===== src/rtl/pipe5_core.sv =====
module pipe5_core #(
  parameter int XLEN = 32,
  parameter int IMEM_DEPTH = 32,
  parameter int DMEM_DEPTH = 16,
  parameter int RET_W = 32,
  parameter logic [32*IMEM_DEPTH-1:0] PROGRAM = '0
) (
  input  logic             clk,
  input  logic             rst,
  output logic             wb_valid,
  output logic [2:0]       wb_dst,
  output logic [XLEN-1:0]  wb_data,
  output logic [RET_W-1:0] retired
);
  localparam int PCW  = (IMEM_DEPTH > 1) ? $clog2(IMEM_DEPTH) : 1;
  localparam int DAW  = (DMEM_DEPTH > 1) ? $clog2(DMEM_DEPTH) : 1;
  localparam int NREG = 8;
  localparam logic [6:0] OP_ADD  = 7'd1;
  localparam logic [6:0] OP_ADDI = 7'd2;
  localparam logic [6:0] OP_LW   = 7'd3;
  localparam logic [6:0] OP_SW   = 7'd4;

  // fetch
  logic [PCW-1:0] pc;
  logic [31:0]    f_ir;
  logic           fd_valid;
  logic [PCW-1:0] fd_pc;
  logic [31:0]    fd_ir;

  assign f_ir = PROGRAM[32*pc +: 32];

  always_ff @(posedge clk) begin
    if (rst) begin
      pc       <= '0;
      fd_valid <= 1'b0;
      fd_pc    <= '0;
      fd_ir    <= '0;
    end else begin
      pc       <= pc + 1'b1;
      fd_valid <= 1'b1;
      fd_pc    <= pc;
      fd_ir    <= f_ir;
    end
  end

  // decode
  logic [6:0]      d_op;
  logic [2:0]      d_rd, d_rs1, d_rs2;
  logic [XLEN-1:0] d_imm, d_a, d_b;
  logic            d_use_imm, d_mrd, d_mwr, d_rwr, d_sel_mem;
  logic [XLEN-1:0] rf [NREG];
  logic            wb_we;

  assign d_op  = fd_ir[31:25];
  assign d_rd  = fd_ir[24:22];
  assign d_rs1 = fd_ir[21:19];
  assign d_rs2 = fd_ir[18:16];
  assign d_imm = {{(XLEN-16){fd_ir[15]}}, fd_ir[15:0]};

  assign d_use_imm = (d_op == OP_ADDI) || (d_op == OP_LW) || (d_op == OP_SW);
  assign d_mrd     = (d_op == OP_LW);
  assign d_mwr     = (d_op == OP_SW);
  assign d_rwr     = (d_op == OP_ADD) || (d_op == OP_ADDI) || (d_op == OP_LW);
  assign d_sel_mem = (d_op == OP_LW);

  always_comb begin
    if (d_rs1 == 3'd0)                  d_a = '0;
    else if (wb_we && wb_dst == d_rs1)  d_a = wb_data;
    else                                d_a = rf[d_rs1];
    if (d_rs2 == 3'd0)                  d_b = '0;
    else if (wb_we && wb_dst == d_rs2)  d_b = wb_data;
    else                                d_b = rf[d_rs2];
  end

  logic            dx_valid;
  logic [PCW-1:0]  dx_pc;
  logic [XLEN-1:0] dx_a, dx_b, dx_imm;
  logic [2:0]      dx_rd;
  logic            dx_use_imm, dx_mrd, dx_mwr, dx_rwr, dx_sel_mem;

  always_ff @(posedge clk) begin
    if (rst) begin
      dx_valid   <= 1'b0;
      dx_pc      <= '0;
      dx_a       <= '0;
      dx_b       <= '0;
      dx_imm     <= '0;
      dx_rd      <= '0;
      dx_use_imm <= 1'b0;
      dx_mrd     <= 1'b0;
      dx_mwr     <= 1'b0;
      dx_rwr     <= 1'b0;
      dx_sel_mem <= 1'b0;
    end else begin
      dx_valid   <= fd_valid;
      dx_pc      <= fd_pc;
      dx_a       <= d_a;
      dx_b       <= d_b;
      dx_imm     <= d_imm;
      dx_rd      <= d_rd;
      dx_use_imm <= d_use_imm;
      dx_mrd     <= d_mrd & fd_valid;
      dx_mwr     <= d_mwr & fd_valid;
      dx_rwr     <= d_rwr & fd_valid;
      dx_sel_mem <= d_sel_mem;
    end
  end

  // execute: the execute control group and the PC stop here
  logic [XLEN-1:0] x_o;
  assign x_o = dx_a + (dx_use_imm ? dx_imm : dx_b);

  logic            xm_valid;
  logic [XLEN-1:0] xm_o, xm_b;
  logic [2:0]      xm_rd;
  logic            xm_mrd, xm_mwr, xm_rwr, xm_sel_mem;

  always_ff @(posedge clk) begin
    if (rst) begin
      xm_valid   <= 1'b0;
      xm_o       <= '0;
      xm_b       <= '0;
      xm_rd      <= '0;
      xm_mrd     <= 1'b0;
      xm_mwr     <= 1'b0;
      xm_rwr     <= 1'b0;
      xm_sel_mem <= 1'b0;
    end else begin
      xm_valid   <= dx_valid;
      xm_o       <= x_o;
      xm_b       <= dx_b;
      xm_rd      <= dx_rd;
      xm_mrd     <= dx_mrd;
      xm_mwr     <= dx_mwr;
      xm_rwr     <= dx_rwr;
      xm_sel_mem <= dx_sel_mem;
    end
  end

  // memory: the memory control group stops here
  logic [XLEN-1:0] dmem [DMEM_DEPTH];
  logic [DAW-1:0]  m_addr;
  logic [XLEN-1:0] m_d;

  assign m_addr = xm_o[DAW-1:0];
  assign m_d    = xm_mrd ? dmem[m_addr] : '0;

  always_ff @(posedge clk) begin
    if (rst) begin
      for (int i = 0; i < DMEM_DEPTH; i++) dmem[i] <= '0;
    end else if (xm_mwr) begin
      dmem[m_addr] <= xm_b;
    end
  end

  logic            mw_valid;
  logic [XLEN-1:0] mw_o, mw_d;
  logic [2:0]      mw_rd;
  logic            mw_rwr, mw_sel_mem;

  always_ff @(posedge clk) begin
    if (rst) begin
      mw_valid   <= 1'b0;
      mw_o       <= '0;
      mw_d       <= '0;
      mw_rd      <= '0;
      mw_rwr     <= 1'b0;
      mw_sel_mem <= 1'b0;
    end else begin
      mw_valid   <= xm_valid;
      mw_o       <= xm_o;
      mw_d       <= m_d;
      mw_rd      <= xm_rd;
      mw_rwr     <= xm_rwr;
      mw_sel_mem <= xm_sel_mem;
    end
  end

  // writeback
  assign wb_we    = mw_valid && mw_rwr && (mw_rd != 3'd0);
  assign wb_valid = wb_we;
  assign wb_dst   = mw_rd;
  assign wb_data  = mw_sel_mem ? mw_d : mw_o;

  always_ff @(posedge clk) begin
    if (rst) begin
      for (int i = 0; i < NREG; i++) rf[i] <= '0;
      retired <= '0;
    end else begin
      if (wb_we) rf[mw_rd] <= wb_data;
      if (mw_valid) retired <= retired + 1'b1;
    end
  end


  stage_advance_chk: assert property (@(posedge clk) disable iff (rst)
    dx_valid |=> xm_valid && xm_rd == $past(dx_rd) && xm_b == $past(dx_b));


  pc_follow_chk: assert property (@(posedge clk) disable iff (rst)
    dx_valid |-> dx_pc == $past(fd_pc));


  zero_dst_chk: assert property (@(posedge clk) disable iff (rst)
    wb_valid |-> wb_dst != 3'd0);


  reset_empty_chk: assert property (@(posedge clk) disable iff (rst)
    $past(rst) |-> !fd_valid && !dx_valid && !xm_valid && !mw_valid && retired == '0);


  retire_step_chk: assert property (@(posedge clk) disable iff (rst)
    mw_valid |=> retired == $past(retired) + 1'b1);


  retire_hold_chk: assert property (@(posedge clk) disable iff (rst)
    !mw_valid |=> $stable(retired));


  store_bubble_chk: assert property (@(posedge clk) disable iff (rst)
    xm_mwr |-> xm_valid && !xm_rwr);
endmodule


===== config.mk =====
export PLATFORM = sky130hd
export DESIGN_NAME = pipe5_core
export DESIGN_NICKNAME = d
export VERILOG_FILES = /design/src/rtl/pipe5_core.sv
export SDC_FILE = /design/constraint.sdc
export NUM_CORES = 1
export LEC_CHECK = 0
export BUFFER_PORTS_ARGS = -buffer_cell sky130_fd_sc_hd__buf_2
export CAP_MARGIN = 5
export CORE_UTILIZATION = 30
export CTS_CLUSTER_SIZE = 16
export DETAILED_ROUTE_END_ITERATION = 10
export PLACE_DENSITY_LB_ADDON = 0.15
export SLEW_MARGIN = 20
export SYNTH_ARGS = -nofsm -noshare
export SYNTH_HDL_FRONTEND = slang
export SYNTH_SLANG_ARGS = --single-unit

===== constraint.sdc =====
create_clock -name clk -period 4.43 [get_ports clk]
set_input_delay 0.6645 -clock clk [delete_from_list [all_inputs] [get_ports clk]]
set_output_delay 0.6645 -clock clk [all_outputs]
set_load 0.02 [all_outputs]

======== Yosys cells after proc, flatten, opt, wreduce, memory -nomap -nowiden ========
Memory sizes are Yosys's and may differ from the RTL's. A register that Yosys moved wholly into a read port is not among the register bits.
Index checks and enable logic that the tools add are counted.
storage, ports and cells
  bits in registers ....................... 205
  memory bits (writable) .................. 768
  input bits .............................. 2
  output and inout port bits .............. 68
  logic and storage cells ................. 70
  memories kept ........................... 2
memory list
  memory  depth  width  read ports  clocked after memory_dff  write ports  RTL line  RTL
  dmem    16     32     1           1                         16           141       logic [XLEN-1:0] dmem [DMEM_DEPTH];
  rf      8      32     2           2                         8            51        logic [XLEN-1:0] rf [NREG];
operators by class
  add/subtract/negate cells ............... 3
  eq/ne operators ......................... 4
  shift operators ......................... 1
  multiplexer cells ....................... 17
  bitwise operators ....................... 4
  reduce and logical (&&, ||, !) cells .... 14
operators with widths
  operator                                                         number
  variable part select 1024 x 11 -> 32 bit (first input constant)  1
  two-way mux 32 bit                                               4
  OR reduction 32 bit                                              2
  adder 32 x 1 -> 32 bit (second input constant)                   1
  adder 32 bit                                                     1
  equality test 7 x 2 -> 1 bit (second input constant)             2
  two-way mux 1 bit                                                11
  equality test 7 x 1 -> 1 bit (second input constant)             1
  equality test 7 x 3 -> 1 bit (second input constant)             1
  zero test 3 bit                                                  2
  OR reduction 2 bit                                               3
  adder 5 x 1 -> 5 bit (second input constant)                     1
  logical OR 1 bit                                                 4
  two-way mux 4 bit                                                1
  AND 1 bit                                                        3
  two-way mux 3 bit                                                1
  nonzero test 3 bit                                               1
  logical AND 1 bit                                                2
  inverter 1 bit                                                   1

======== Depth between registers and ports, before layout ========
  depth in word-level cells ............... 7
  gate-level depth with buffers ........... 7
  depth with buffers taken out ............ 5

======== Worst setup path after synthesis ========
Ideal clock, no wire load.
  path kind ............................... reg-to-reg
  from .................................... register retired[0]
  to ...................................... register retired[22]
  arrival time ............................ 2.016 ns
  required time ........................... 4.360 ns
  setup slack ............................. 2.344 ns
  stages on the path, launching flop included .. 7
  buffers on the path ..................... 1
  clock period less this slack ............ 2.086 ns
  cells stage by stage .................... dfxtp_1 -> ha_1 -> inv_1 -> or4_4 -> buf_6 -> or4_1 -> a21oi_1
between the ends
  cells in the longest elaborated chain, start to end .. 1
RTL lines
  item                    RTL line  RTL
  from (decl)             13        output logic [RET_W-1:0] retired
  from (signal assigned)  191       if (mw_valid) retired <= retired + 1'b1;
  adder 32 x 1 -> 32 bit  191
Every way passes these cells.
A chain may end at the register's enable or synchronous reset.

======== Final worst setup path ========
  from .................................... register retired[11]
  to ...................................... register retired[31]
The elaborated chain is that of the path after synthesis.

==> run summary <==
ROUTE
--------------------------------------------------------------------------------------
1st-iter DRT viols                                                                  78
Number of detailed-route iterations in the first pass                                4
Count of vias placed by the detailed router                                      1,456
Post-route DRC violation count                                                       0
Vias per cell                                                                     4.54
Average detailed-routed wire length per instance                               11.2 µm
Total Routed Length                                                            3600 µm
Post-route antenna net violation count                                               0

GRT
--------------------------------------------------------------------------------------
Number of antenna violations at the first check in global routing                    0
Gr ovfl total                                                                        0
Pin count of the biggest net entering global routing                                37
Global routing usage summed across all routing layers                            11.5%
First-pass GRT wire length                                                     5680 µm
Via count of the first global-routing pass                                       1,155

CLOCK TREE
--------------------------------------------------------------------------------------
Clk slew on worst S/H paths                                                    0.08 ns
Number of buffers created by CTS                                                     5
CTS tree                                                                         built
Clock root buffer                                                         sky130_fd_sc_hd__clkbuf_8
Worst-Skew Late Latency                                                        0.29 ns
Number of setup buffers added after CTS                                              0
Sinks on Clock Net                                                                  36
Cts-stage hold buffer count                                                          0
Clock buffer depth                                                                   2
Total of cells resized after clock tree synthesis                                    0
Max H-tree Level                                                                     2

POWER AND IR DROP
--------------------------------------------------------------------------------------
Flop pwr share                                                                   50.4%
Clock power share                                                                44.2%
Worst IR Drop VDD                                                             0.150 mV
Cell Int Power                                                                  494 µW
Reported leakage power                                                        0.810 nW
Power Total                                                                     648 µW
Switching Fraction                                                               23.7%
Combinational fraction of design power                                            5.5%
Ratio of total power to cell area                                           319 nW/µm²
Switching power                                                                 154 µW

FINAL LAYOUT
--------------------------------------------------------------------------------------
Register area                                                                  721 µm²
Final-layout fill cell count                                                       656
Top library cells by usage in the layout, fill and taps aside             sky130_fd_sc_hd__conb_1 (36), sky130_fd_sc_hd__dfxtp_1 (36), sky130_fd_sc_hd__buf_2 (33)
Relative area change from synthesis to final layout                              9.64%
Number of nets at the end of the flow                                              248
Area of combinational cells with multiple inputs                               921 µm²
Diodes inserted                                                                      0
Layout Cells excl Fill                                                             321
Share of final-layout standard cells stronger than drive strength 1              17.9%

DIE
--------------------------------------------------------------------------------------
I/O Pins                                                                            70
Starting density of the core                                                     31.2%
Area enclosed by the die boundary                                             6500 µm²
Site Rows                                                                           28
Die span in x                                                                  80.6 µm
Die H                                                                          80.6 µm
Floorplan Core Area                                                           5960 µm²

SYNTH
--------------------------------------------------------------------------------------
Flops & latches, synth                                                              36
Yosys warning count                                                                  0
Synth Area per Inst                                                           8.63 µm²
Combined area of all synthesized cells                                        1860 µm²
Number of different library cells in the post-synthesis netlist                     28
Count of mapped cells out of synthesis                                             215
Portion of the post-synthesis area used by sequential elements                   38.8%

STA
--------------------------------------------------------------------------------------
Rel. slew slack                                                                  55.6%
Number of endpoints with negative hold slack in the final report                     0
Setup_tns                                                                         0 ns
Actual slew at the worst max-slew pin                                         0.667 ns
Fmax                                                                           458 MHz
Final count of negative-setup-slack endpoints                                        0
Period Utilization, post-route                                                   49.3%
Shortest period the worst path allows                                          2.18 ns
Final Slew Violations                                                                0
Unrepaired setup endpoints after global routing                                  false
Final worst slack                                                              2.25 ns
Clk_skew                                                                    0.00758 ns

PLACED DESIGN
--------------------------------------------------------------------------------------
Detailed placement HPWL                                                        2380 µm
Input/output buffers                                                                33
Weighted congestion reported at the end of routability-driven placement          0.695
Setup slack at placement                                                       2.24 ns
Number of placed instances, taps included                                          313

OUTCOME
--------------------------------------------------------------------------------------
Result of the run                                                         complete, no violations

SETUP PATH
--------------------------------------------------------------------------------------
Classification of the worst setup path                                         reg2reg
Number of cell instances on the worst register-to-register path                      4
Worst EP arrival                                                               2.37 ns
Endpoint type of the worst setup path                                             flop
Crit start category                                                               flop
Required time at the worst-slack endpoint                                      4.62 ns
Crit-path max FO                                                                    17

RUN
--------------------------------------------------------------------------------------
Count of max-cap constraint violations                                               0

MIN PATH
--------------------------------------------------------------------------------------
Worst min-delay path category                                                  reg2reg
Worst hold path cell count                                                           1

[Yosys cell counts (all sizes together)]
master / number / share of area, %
inv: 7 / 1.4
dfxtp: 36 / 39
clkbuf: 7 / 1.4
o21ai: 9 / 2.4
conb: 1 / 0.20
and4: 5 / 2.4
nand3: 7 / 1.9
ha: 1 / 0.67
xor2: 4 / 1.9
or4: 13 / 5.7
and3: 1 / 0.34
xnor2: 5 / 2.4
nor2b: 4 / 1.3
nor2: 11 / 2.2
a21oi: 20 / 5.4
mux2i: 1 / 0.54
or3: 9 / 3.0
nand2: 9 / 1.8
nand4: 9 / 3.4
nor3: 3 / 0.81
nor4: 1 / 0.34
mux2: 1 / 0.61
buf: 38 / 16
o31ai: 11 / 4.5
o21a: 2 / 0.81
[power groups by stage]
stage | clock network (mW) | logic (mW) | registers (mW)
after global placement | 0 | 0.0354 | 0.334
after global routing | 0.309 | 0.0390 | 0.327
after floorplan | 0 | 0.0570 | 0.334
after detailed placement | 0 | 0.0354 | 0.334
final | 0.286 | 0.0354 | 0.326
after CTS | 0.298 | 0.0353 | 0.326
[area by class of cell]
class,instances,share of cell area (%)
multi-input combinational,162,45.3
sequential,36,35.4
timing repair buffer,33,8.12
tap,75,4.61
clock buffer,6,3.57
clock inverter,2,1.72
inverter,7,1.29
[through the flow]
step	area (µm²)	hold WS, ns	utilization [%]
after floorplan	1990	0.414	-
after global placement	1930	0.418	32.4
after detailed placement	1930	0.422	32.4
after CTS	2030	0.440	34.2
after global routing	2030	0.456	34.2
final	2030	0.438	34.2
[state kept, by name, indices dropped and copies added, names as in the netlist]
name	flops
retired	32
mw_valid	1
dx_valid	1
xm_valid	1
fd_valid	1
[worst paths after layout]
kind	from	to	slack, ns
max	retired[11]$_SDFFE_PP0P_	retired[31]$_SDFFE_PP0P_	2.25
min	dx_valid$_SDFF_PP0_	xm_valid$_SDFF_PP0_	0.44
max reg2reg	retired[11]$_SDFFE_PP0P_	retired[31]$_SDFFE_PP0P_	2.25
min reg2reg	dx_valid$_SDFF_PP0_	xm_valid$_SDFF_PP0_	0.44
[worst max-delay path: stages (launching register included)]
cell and delay [ns]:
sky130_fd_sc_hd__dfxtp_1 0.43, sky130_fd_sc_hd__and4_1 0.31, sky130_fd_sc_hd__nand4_1 0.51, sky130_fd_sc_hd__nor4_1 0.46, sky130_fd_sc_hd__mux2_2 0.37
[cell families (layout without fill, tap and decap cells)]
group,Yosys count,count (layout),synth area share (%)
other,1,36,0.202
buffers and inverters,52,48,18.6
muxes,2,2,1.15
adders and majority gates,1,1,0.674
xor gates and xnor gates,9,9,4.25
AOI/OAI and AO/OA,42,42,13.1
and+or+nand+nor,72,72,23.2
DFF,36,36,38.8
[metal layers]
layer / routed length [µm] / track usage, %
met2: 1620 / 18.0
met3: 177 / 3.18
met4: 73 / 5.36
met1: 1730 / 14.5
met5: 0 / 0
No activity file was read; power rests on OpenSTA's default activity.
